`config.mk`:
```
export PLATFORM = sky130hd
export DESIGN_NAME = energy_ledger
export DESIGN_NICKNAME = d
export VERILOG_FILES = /design/src/rtl/energy_pkg.sv /design/src/rtl/energy_cfg.sv /design/src/rtl/energy_cost.sv /design/src/rtl/energy_sat_cnt.sv /design/src/rtl/energy_clear.sv /design/src/rtl/energy_ledger.sv
export SDC_FILE = /design/constraint.sdc
export NUM_CORES = 2
export LEC_CHECK = 0
export CAP_MARGIN = 40
export CORE_MARGIN = 3
export CORE_UTILIZATION = 56
export CTS_CLUSTER_DIAMETER = 80
export DETAILED_ROUTE_END_ITERATION = 7
export DONT_BUFFER_PORTS = 1
export GPL_TIMING_DRIVEN = 0
export PLACE_DENSITY = 0.68
export RECOVER_POWER = 100
export SLEW_MARGIN = 20
export SYNTH_ARGS = -nofsm -noshare
export SYNTH_HDL_FRONTEND = slang
export SYNTH_SLANG_ARGS = --single-unit
```
`constraint.sdc`:
```
create_clock -name clk -period 13.35 [get_ports clk]
set_input_delay 0.6675 -clock clk [delete_from_list [all_inputs] [get_ports clk]]
set_output_delay 0.6675 -clock clk [all_outputs]
set_load 0.05 [all_outputs]
```
`src/rtl/energy_pkg.sv`:
```
// Package: shared types for the energy ledger.
// Assumes: cost register select is a 2-bit code fixed by the port contract.
package energy_pkg;

    typedef enum logic [1:0] {
        CSEL_READ   = 2'd0,
        CSEL_WRITE  = 2'd1,
        CSEL_BYTE   = 2'd2,
        CSEL_STATIC = 2'd3
    } cost_sel_e;

endpackage

```
`src/rtl/energy_cfg.sv`:
```
// energy_cfg: holds the four programmable energy costs.
// Assumes: one register written per cycle; all costs clear to zero on reset.
module energy_cfg
    import energy_pkg::*;
#(
    parameter int COST_W = 16
) (
    input  logic              clk,
    input  logic              rst_n,
    input  logic              cfg_we,
    input  cost_sel_e         cfg_sel,
    input  logic [COST_W-1:0] cfg_data,
    output logic [COST_W-1:0] rd_cost,
    output logic [COST_W-1:0] wr_cost,
    output logic [COST_W-1:0] byte_cost,
    output logic [COST_W-1:0] static_cost
);

    // Load the selected cost register.
    always_ff @(posedge clk) begin
        if (!rst_n) begin
            rd_cost     <= '0;
            wr_cost     <= '0;
            byte_cost   <= '0;
            static_cost <= '0;
        end else if (cfg_we) begin
            case (cfg_sel)
                CSEL_READ:   rd_cost     <= cfg_data;
                CSEL_WRITE:  wr_cost     <= cfg_data;
                CSEL_BYTE:   byte_cost   <= cfg_data;
                CSEL_STATIC: static_cost <= cfg_data;
                default:     rd_cost     <= rd_cost;
            endcase
        end
    end

    assert_cfg_hold_R2: assert property (@(posedge clk) disable iff (!rst_n)
        !cfg_we |=> $stable(rd_cost) && $stable(wr_cost) && $stable(byte_cost) && $stable(static_cost));

endmodule

```
`src/rtl/energy_cost.sv`:
```
// energy_cost: combinational charge of one transaction.
// Assumes: result width is wide enough for the largest cost plus byte product.
module energy_cost #(
    parameter int COST_W  = 16,
    parameter int BYTES_W = 8,
    localparam int INC_W  = COST_W + BYTES_W + 1
) (
    input  logic               txn_write,
    input  logic [BYTES_W-1:0] txn_bytes,
    input  logic [COST_W-1:0]  rd_cost,
    input  logic [COST_W-1:0]  wr_cost,
    input  logic [COST_W-1:0]  byte_cost,
    output logic [INC_W-1:0]   charge
);

    logic [COST_W+BYTES_W-1:0] byte_part;
    logic [COST_W-1:0]         kind_part;

    // Kind cost plus per-byte cost.
    always_comb begin
        kind_part = txn_write ? wr_cost : rd_cost;
        byte_part = (COST_W+BYTES_W)'(txn_bytes) * (COST_W+BYTES_W)'(byte_cost);
        charge    = INC_W'(kind_part) + INC_W'(byte_part);
    end

endmodule

```
`src/rtl/energy_sat_cnt.sv`:
```
// energy_sat_cnt: one saturating accumulator with synchronous clear.
// Assumes: INC_W <= CNT_W; clear has priority over the increment.
module energy_sat_cnt #(
    parameter int CNT_W = 64,
    parameter int INC_W = 26
) (
    input  logic             clk,
    input  logic             rst_n,
    input  logic             clr,
    input  logic [INC_W-1:0] inc,
    output logic [CNT_W-1:0] cnt
);

    logic [CNT_W:0] sum;

    // Widened add exposing the carry.
    always_comb sum = {1'b0, cnt} + (CNT_W+1)'(inc);

    // Clear, else saturating accumulate.
    always_ff @(posedge clk) begin
        if (!rst_n)        cnt <= '0;
        else if (clr)      cnt <= '0;
        else if (sum[CNT_W]) cnt <= '1;
        else               cnt <= sum[CNT_W-1:0];
    end

    assert_sat_hold_R7: assert property (@(posedge clk) disable iff (!rst_n)
        (cnt == '1) && !clr |=> cnt == '1);
    assert_no_wrap_R7: assert property (@(posedge clk) disable iff (!rst_n)
        !clr |=> cnt >= $past(cnt));
    assert_clear_zero_R8: assert property (@(posedge clk) disable iff (!rst_n)
        clr |=> cnt == '0);

endmodule

```
`src/rtl/energy_clear.sv`:
```
// energy_clear: masks clear requests with the lock set and flags refusals.
// Assumes: error is a one-cycle pulse registered after the request.
module energy_clear #(
    parameter int NUM_CNT = 9,
    parameter logic [NUM_CNT-1:0] LOCK = 1
) (
    input  logic               clk,
    input  logic               rst_n,
    input  logic               clr_req,
    input  logic [NUM_CNT-1:0] clr_mask,
    output logic [NUM_CNT-1:0] clr_vec,
    output logic               clr_err
);

    // Only unlocked counters receive the clear.
    always_comb clr_vec = clr_req ? (clr_mask & ~LOCK) : '0;

    // Flag a request that named a locked counter.
    always_ff @(posedge clk) begin
        if (!rst_n) clr_err <= 1'b0;
        else        clr_err <= clr_req && |(clr_mask & LOCK);
    end

    assert_err_cause_R9: assert property (@(posedge clk) disable iff (!rst_n)
        clr_err |-> $past(clr_req));
    assert_err_raise_R9: assert property (@(posedge clk) disable iff (!rst_n)
        clr_req && |(clr_mask & LOCK) |=> clr_err);

endmodule

```
`src/rtl/energy_ledger.sv`:
```
// energy_ledger: per-customer energy accounting beside a shared component.
// Counter 0 = global total, 1..NUM_BANKS-1 = customer banks, NUM_BANKS = anonymous.
// Assumes: CNT_W >= COST_W+BYTES_W+2; txn_valid marks completed transactions.
module energy_ledger #(
    parameter int CORE_W   = 4,
    parameter int CTX_W    = 4,
    parameter int NUM_BANKS = 8,
    parameter int CNT_W    = 64,
    parameter int COST_W   = 16,
    parameter int BYTES_W  = 8,
    parameter logic [NUM_BANKS:0] CLR_LOCK = 1,
    localparam int TAG_W   = CORE_W + CTX_W,
    localparam int NUM_CNT = NUM_BANKS + 1,
    localparam int IDX_W   = $clog2(NUM_CNT + 1)
) (
    input  logic               clk,
    input  logic               rst_n,
    input  logic               cfg_we,
    input  logic [1:0]         cfg_sel,
    input  logic [COST_W-1:0]  cfg_data,
    input  logic               txn_valid,
    input  logic [TAG_W-1:0]   txn_tag,
    input  logic               txn_write,
    input  logic [BYTES_W-1:0] txn_bytes,
    input  logic               static_tick,
    input  logic               clr_req,
    input  logic [NUM_BANKS:0] clr_mask,
    output logic               clr_err,
    input  logic [IDX_W-1:0]   rd_idx,
    output logic [CNT_W-1:0]   rd_data,
    output logic [CNT_W-1:0]   global_total
);
    import energy_pkg::*;

    localparam int INC_W  = COST_W + BYTES_W + 1;
    localparam int GINC_W = INC_W + 1;
    localparam int ANON   = NUM_BANKS;

    logic [COST_W-1:0]  rd_cost, wr_cost, byte_cost, static_cost;
    logic [INC_W-1:0]   charge;
    logic [NUM_CNT-1:0] clr_vec;
    logic               tag_named;
    logic [GINC_W-1:0]  txn_inc, stat_inc;
    logic [GINC_W-1:0]  inc   [NUM_CNT];
    logic [CNT_W-1:0]   cnt_q [NUM_CNT];
    logic [CNT_W-1:0]   rd_mux;

    energy_cfg #(.COST_W(COST_W)) u_cfg (
        .clk         (clk),
        .rst_n       (rst_n),
        .cfg_we      (cfg_we),
        .cfg_sel     (cost_sel_e'(cfg_sel)),
        .cfg_data    (cfg_data),
        .rd_cost     (rd_cost),
        .wr_cost     (wr_cost),
        .byte_cost   (byte_cost),
        .static_cost (static_cost)
    );

    energy_cost #(.COST_W(COST_W), .BYTES_W(BYTES_W)) u_cost (
        .txn_write (txn_write),
        .txn_bytes (txn_bytes),
        .rd_cost   (rd_cost),
        .wr_cost   (wr_cost),
        .byte_cost (byte_cost),
        .charge    (charge)
    );

    energy_clear #(.NUM_CNT(NUM_CNT), .LOCK(CLR_LOCK)) u_clr (
        .clk      (clk),
        .rst_n    (rst_n),
        .clr_req  (clr_req),
        .clr_mask (clr_mask),
        .clr_vec  (clr_vec),
        .clr_err  (clr_err)
    );

    // Classify the tag and form the shared increments.
    always_comb begin
        tag_named = (txn_tag != '0) && (32'(txn_tag) < NUM_BANKS);
        txn_inc   = txn_valid ? GINC_W'(charge) : '0;
        stat_inc  = static_tick ? GINC_W'(static_cost) : '0;
    end

    // One saturating counter per account, increment routed by role.
    for (genvar i = 0; i < NUM_CNT; i++) begin : g_acct
        if (i == 0) begin : g_global
            always_comb inc[i] = txn_inc + stat_inc;
        end else if (i == ANON) begin : g_anon
            always_comb inc[i] = (tag_named ? '0 : txn_inc) + stat_inc;
        end else begin : g_bank
            always_comb inc[i] = (32'(txn_tag) == i) ? txn_inc : '0;
        end

        energy_sat_cnt #(.CNT_W(CNT_W), .INC_W(GINC_W)) u_cnt (
            .clk   (clk),
            .rst_n (rst_n),
            .clr   (clr_vec[i]),
            .inc   (inc[i]),
            .cnt   (cnt_q[i])
        );
    end

    // Select the requested counter, zero when out of range.
    always_comb begin
        rd_mux = '0;
        for (int k = 0; k < NUM_CNT; k++)
            if (32'(rd_idx) == k) rd_mux = cnt_q[k];
    end

    // Register the read-back value.
    always_ff @(posedge clk) begin
        if (!rst_n) rd_data <= '0;
        else        rd_data <= rd_mux;
    end

    assign global_total = cnt_q[0];

    assert_global_grows_R6: assert property (@(posedge clk) disable iff (!rst_n)
        txn_valid && !clr_vec[0] && (global_total != '1) && (charge != '0) |=> global_total != $past(global_total));
    assert_locked_keep_R9: assert property (@(posedge clk) disable iff (!rst_n)
        clr_req && clr_mask[0] && CLR_LOCK[0] && !txn_valid && !static_tick |=> $stable(global_total));
    assert_read_lag_R10: assert property (@(posedge clk) disable iff (!rst_n)
        (rd_idx == '0) |=> rd_data == $past(global_total));

endmodule

```
# Word level (Yosys, flattened, before mapping)
# Cells that the tools add are included.
[word_totals]
wordCells = 96
regBits = 705
in_bits = 54
output_inout_bits = 129
[op_classes]
n_eq_ne = 18
order_cmp = 1
muxes = 30
mul = 1
n_reduce_logical = 18
n_bitwise = 1
add_sub_neg = 12
[ops]
columns = ["op", "n"]
rows = [
  ["$mux W64", 18],
  ["$add A64 B25 Y65", 7],
  ["$mux W25", 9],
  ["$add A64 B26 Y65", 2],
  ["$add A25 B16 Y26", 2],
  ["$eq A8 B3 Y1 const B", 4],
  ["$mux W16", 2],
  ["$add A16 B24 Y25", 1],
  ["$mul A8 B16 Y24", 1],
  ["$reduce_or A2 Y1", 9],
  ["$eq A4 B3 Y1 const B", 4],
  ["$eq A8 B2 Y1 const B", 2],
  ["$mux W9", 1],
  ["$eq A4 B2 Y1 const B", 2],
  ["$eq A8 B1 Y1 const B", 1],
  ["$lt A8 B4 Y1 const B", 1],
  ["$reduce_and A2 Y1", 4],
  ["$reduce_bool A8 Y1", 1],
  ["$eq A2 B2 Y1 const B", 2],
  ["$eq A4 B1 Y1 const B", 1],
  ["$eq A4 B4 Y1 const B", 1],
  ["$logic_not A4 Y1", 1],
  ["$eq A2 B1 Y1 const B", 1],
  ["$logic_and A1 B1 Y1", 2],
  ["2 further kinds", 2],
]

# Depth between registers and ports, before layout
[depth]
ltp_word = 10
mapped_depth = 36
ltp_nobuf = 33

# By module
# Synthesis repeated with hierarchy kept, for this count alone.
[unflattened]
hier_cells = 6216
area_unflattened_um2 = 52507.9
[by_module_without_submodules]
columns = ["mod", "n_inst", "area_per_inst_um2", "seq_area_each_um2", "cells_per_inst"]
rows = [
  ["energy_sat_cnt (g_acct[4].u_cnt ...)", 5, 4171.5, 1281.2, 494],
  ["energy_sat_cnt (g_acct[0].u_cnt ...)", 4, 4210.3, 1281.2, 482],
  ["energy_ledger", 1, 7631.1, 1281.2, 1034],
  ["energy_cost", 1, 4712.0, 0.0, 544],
  ["energy_cfg", 1, 2368.5, 1281.2, 228],
  ["energy_clear", 1, 97.6, 20.0, 12],
]

# Least setup slack after synthesis
# Ideal clock, no wire load.
[synth_path]
path_kind = "input-to-reg"
startpoint = "in txn_write"
endpoint = "reg g_acct[0].u_cnt.cnt[53]"
path_stages = 32
required_time_ns = 13.218
path_buffers = 4
path_slack_ns = 4.935
setup_ns = 0.132
arrival_ns = 8.282
path_cell_list = "clkbuf_1 clkbuf_1 mux2i_1 fa_1 inv_1 fa_1 fa_1 inv_1 fa_1 inv_1 ha_1 or3_1 o211ai_1 a21boi_0 o21ai_1 a21oi_1 a41o_1 o41ai_1 xor2_1 nor2_1 ha_1 ha_1 nor2b_1 or3_1 a2111o_1 a31o_2 buf_2 and2_1 clkbuf_1 nand4_1 xor2_1 a21oi_1"
[synth_via]
elab_chain_len = 6
[synth_lines]
columns = ["element", "line_no", "rtl"]
rows = [
  ["start: declaration", "energy_ledger.sv:23", "input logic txn_write,"],
  ["$mux W16", "energy_cost.sv:21", "kind_part = txn_write ? wr_cost : rd_cost;"],
  ["$add A16 B24 Y25", "energy_cost.sv:23", "charge = INC_W'(kind_part) + INC_W'(byte_part);"],
  ["$mux W25", "energy_ledger.sv:81", "txn_inc = txn_valid ? GINC_W'(charge) : '0;"],
  ["$add A25 B16 Y26", "energy_ledger.sv:88", "always_comb inc[i] = txn_inc + stat_inc;"],
  ["$add A64 B26 Y65", "energy_sat_cnt.sv:17", "always_comb sum = {1'b0, cnt} + (CNT_W+1)'(inc);"],
  ["$mux W64", "energy_sat_cnt.sv:23", "else if (sum[CNT_W]) cnt <= '1;"],
  ["end signal: assignment", "energy_sat_cnt.sv:24", "else cnt <= sum[CNT_W-1:0];"],
  ["end: declaration", "energy_sat_cnt.sv:11", "output logic [CNT_W-1:0] cnt"],
]
# Every way passes these cells.
# A chain may end at the register's enable or synchronous reset.

# Final worst setup path
[layout_path]
startpoint = "in txn_write"
endpoint = "reg g_acct[7].u_cnt.cnt[34]"
[layout_via]
elab_chain_len = 6
[layout_lines]
columns = ["element", "line_no", "rtl"]
rows = [
  ["$mux W16", "energy_cost.sv:21", ""],
  ["$add A16 B24 Y25", "energy_cost.sv:23", ""],
  ["$mux W25", "energy_ledger.sv:81", ""],
  ["$mux W25", "energy_ledger.sv:92", "always_comb inc[i] = (32'(txn_tag) == i) ? txn_inc : '0;"],
  ["$add A64 B25 Y65", "energy_sat_cnt.sv:17", ""],
  ["$mux W64", "energy_sat_cnt.sv:23", ""],
  ["end signal: assignment", "energy_sat_cnt.sv:24", ""],
  ["end: declaration", "energy_sat_cnt.sv:11", ""],
]
# Every way passes these cells.

==> results by group <==
Die
  • I/O pin count: 183
  • Die area: 89780 um2
  • Die H: 299.6 um
  • # rows: 107
  • Initial Util: around 57%
  • Die Width: 299.6 um
  • CORE AREA: 85280 um2

Clocking
  • CTS H-tree depth: 3
  • Clock Sinks: approximately 710
  • Worst skew pair latency: 0.69 ns
  • Num CTS Buffers: 83
  • Hold buffer count at CTS: 0
  • Resized Gates After CTS: 0
  • CTS root buffer: clkbuf_16
  • Clock Tree Buf Depth: 3
  • CTS tree: done
  • Worst-path clk slew: 0.06 ns
  • Post-CTS Setup Repair Bufs: 0

Logic synthesis
  • Mean Syn Cell Area: 8.232 um2
  • Library cells used by synthesis: 120
  • Cell with the most instances after synthesis: a21oi_1
  • Post-synth EDFFs: 0
  • Cell Area, Synth: 48280 um2
  • Synth Flop Type: dfxtp_1
  • Synth top area share: 29.23%
  • Register area share after synthesis: between 20 and 30%
  • YS warnings: 0
  • Cells after Synth: 5865
  • Post-synth top area cell: dfxtp_1
  • Top cells by count, synth: a21oi_1, dfxtp_1, nand2_1, nor2_1, inv_1
  • Post-synthesis net count: 6351
  • Synth Register Bits: 705
  • Async SR Flop Fraction: 0%
  • Synth area leaders: dfxtp_1, a21oi_1, ha_1, fa_1, nand2_1

Critical path
  • Worst setup EP type: flop
  • R2r endpoint: g_acct[7].u_cnt.cnt[34]
  • Critical path type: in -> reg
  • CP Max Fanout: 10
  • Max incr delay on CP: approximately 1.0 ns
  • Critical Path RT: 13.95 ns
  • Critical R2R Launch: u_cfg.byte_cost[12]
  • Cell mode on critical path: clkbuf_1
  • Reg2reg setup slack: 2.55 ns
  • Reg2reg path depth: 30
  • Worst path arrival time: 12.00 ns
  • Critical path's slowest cell: o32ai_1
  • Crit path launch type: primary input

Timing
  • Final hold viol count: 0
  • Fmax: approximately 88 MHz
  • Max-slew headroom: -9.719%
  • Period utilisation layout: 85.43%
  • Pins over their slew limit: 9
  • Final Skew: 0.04586 ns
  • Final WS setup: around 1.9 ns
  • Tmin final: between 10 and 15 ns
  • Setup TNS: 0 ns
  • Final Setup Violations: 0
  • WHS: 0.1036 ns
  • Least-Margin Pin Slew: 1.625 ns
  • Unrepaired setup endpoints after global routing: no

Run status
  • Status: finished, violations left
  • Failing checks: max-capacitance violations, max-slew violations

Power and ir drop
  • Clock power share: a little under half
  • Net Sw Frac: 28.11%
  • Sequential group share of total power: 41.7%
  • Leak Pwr: 20.71 nW
  • Internal Power: 3.746 mW
  • Logic pwr share: 10.5%
  • Net switching power: 1.465 mW
  • Peak VDD IR: 0.0001045 V
  • Pwr/cell area: 99.23 nW/um2

Drt
  • DR pass1 iterations: 8
  • Via density: 6.357
  • Via Count: about 46000
  • WL final: between 150000 and 200000 um
  • DRC errors left: 0
  • Initial DRC Count: 5501
  • Post-route ant nets: 0
  • DR WL/cell: 25.04 um

Hold path
  • WHS Path Cells: 2
  • Worst Hold Path EP: u_cfg.wr_cost[1]
  • Hold_sp: cfg_data[1]
  • Hold Crit Class: in -> reg

Layout
  • Nets: 6473
  • Area grow syn2layout: 8.764%
  • Layout cells sized above 1: 5.565%
  • Final Core Density: 61.58%

Placement
  • HPWL after DPL: 143800 um
  • GPL Wtd Cong: around 1.0
  • Input/output buffers: 0
  • Pre-CTS WS: 2.672 ns

Global routing
  • GRT overflow: 0
  • Global-route wire length before repair: 264500 um
  • Tot GR Track Use: about two fifths
  • Initial antenna violation count: 3
  • Number of global-route vias before repair: 42180
  • Pin count of the biggest net entering global routing: 15

Job
  • Max_cap viols: 1
## metal layers
| layer | share of wire [%] | track usage, % |
|---|---|---|
| met3 | 9.6 | 6.077 |
| met2 | 43 | 58.44 |
| met5 | 0.032 | 0 |
| met1 | 41 | 53.33 |
| met4 | 6.7 | 21.83 |
## power by group through the flow
stage                     Combinational, mW  Clock, mW  Sequential [mW]
after global placement                0.523          0             2.22
after detailed placement              0.543          0             2.22
after floorplan                       0.358          0             2.20
final                                 0.549       2.49             2.17
after global routing                  0.584       2.58             2.17
after CTS                             0.547       2.49             2.17
## how the worst max path moves through the flow
stage	startpoint	to	slack, ns
3_3_place_gp	txn_write	g_acct[0].u_cnt.cnt[15]	1.87
2_1_floorplan	txn_write	g_acct[0].u_cnt.cnt[53]	4.94
6_report	txn_write	g_acct[7].u_cnt.cnt[34]	1.95
5_1_grt	txn_write	g_acct[7].u_cnt.cnt[28]	1.42
4_1_cts	txn_write	g_acct[8].u_cnt.cnt[6]	3.36
3_5_place_dp	txn_write	g_acct[8].u_cnt.cnt[6]	2.67
## cell families (layout without fill, tap and decap cells)
kind of cell / after synthesis / in the layout / synth area share [%]
flops: 705 / 705 / 29.23
simple gates: 1893 / 1893 / 19.38
fa+ha+maj: 432 / 432 / 13.39
mux: 73 / 73 / 2.011
xor+xnor: 436 / 436 / 7.925
buf+inv: 656 / 847 / 6.030
compound gates: 1670 / 1670 / 22.03
other cells: 0 / 1 / 0
## cell type report
cell class / count / area, um2
buffer: 356 / 1386
clock buffer: 110 / 2349
tap: 1144 / 1431
sequential: 705 / 14110
timing repair buffer: 37 / 377.9
inverter: 300 / 1126
antenna: 1 / 2.502
multi-input combinational: 4504 / 31140
fill: 7959 / 32770
clock inverter: 44 / 589.3
## sequential cells by signal, summed over array words and instances (netlist names)
name / flops
rd_data: 64
u_cfg.static_cost: 16
u_cfg.byte_cost: 16
g_acct.u_cnt.cnt: 576
u_cfg.rd_cost: 16
u_clr.clr_err: 1
u_cfg.wr_cost: 16
## metrics by stage
stage | instances | instance area, um2 | power, mW
6_report | 7201 | 52510 | 5.211
5_1_grt | 7200 | 52510 | 5.338
4_1_cts | 7198 | 53140 | 5.213
3_5_place_dp | 7044 | 50210 | 2.763
3_3_place_gp | 7009 | 49710 | 2.742
2_1_floorplan | 5865 | 48280 | 2.557
## critical path: cells and delay by family
family / cells / cell delay (ns)
AND/OR/NAND/NOR: 6 / 1.98
buffers and inverters: 8 / 2.87
XOR/XNOR: 1 / 0.37
AO/OA/AOI/OAI: 9 / 2.95
multiplexers: 1 / 0.48
adder cells (fa/ha/maj): 6 / 2.66
## cell usage in the layout (no fill, tap or decap), types with 116 or more instances in the layout
cell | netlist | routed
nand2_1 | 553 | 554
xnor2_1 | 214 | 212
nor3_1 | 115 | 116
nand3_1 | 158 | 158
inv_1 | 299 | 300
and2_1 | 120 | 118
dfxtp_1 | 705 | 705
a21o_1 | 120 | 120
a22oi_1 | 162 | 162
xor2_1 | 221 | 216
o21ai_0 | 168 | 172
a21oi_1 | 736 | 742
ha_1 | 291 | 291
nor2_1 | 460 | 461
and3_1 | 124 | 124
clkbuf_1 | 230 | 353
fa_1 | 141 | 141
(Power assumes the default switching activity.)
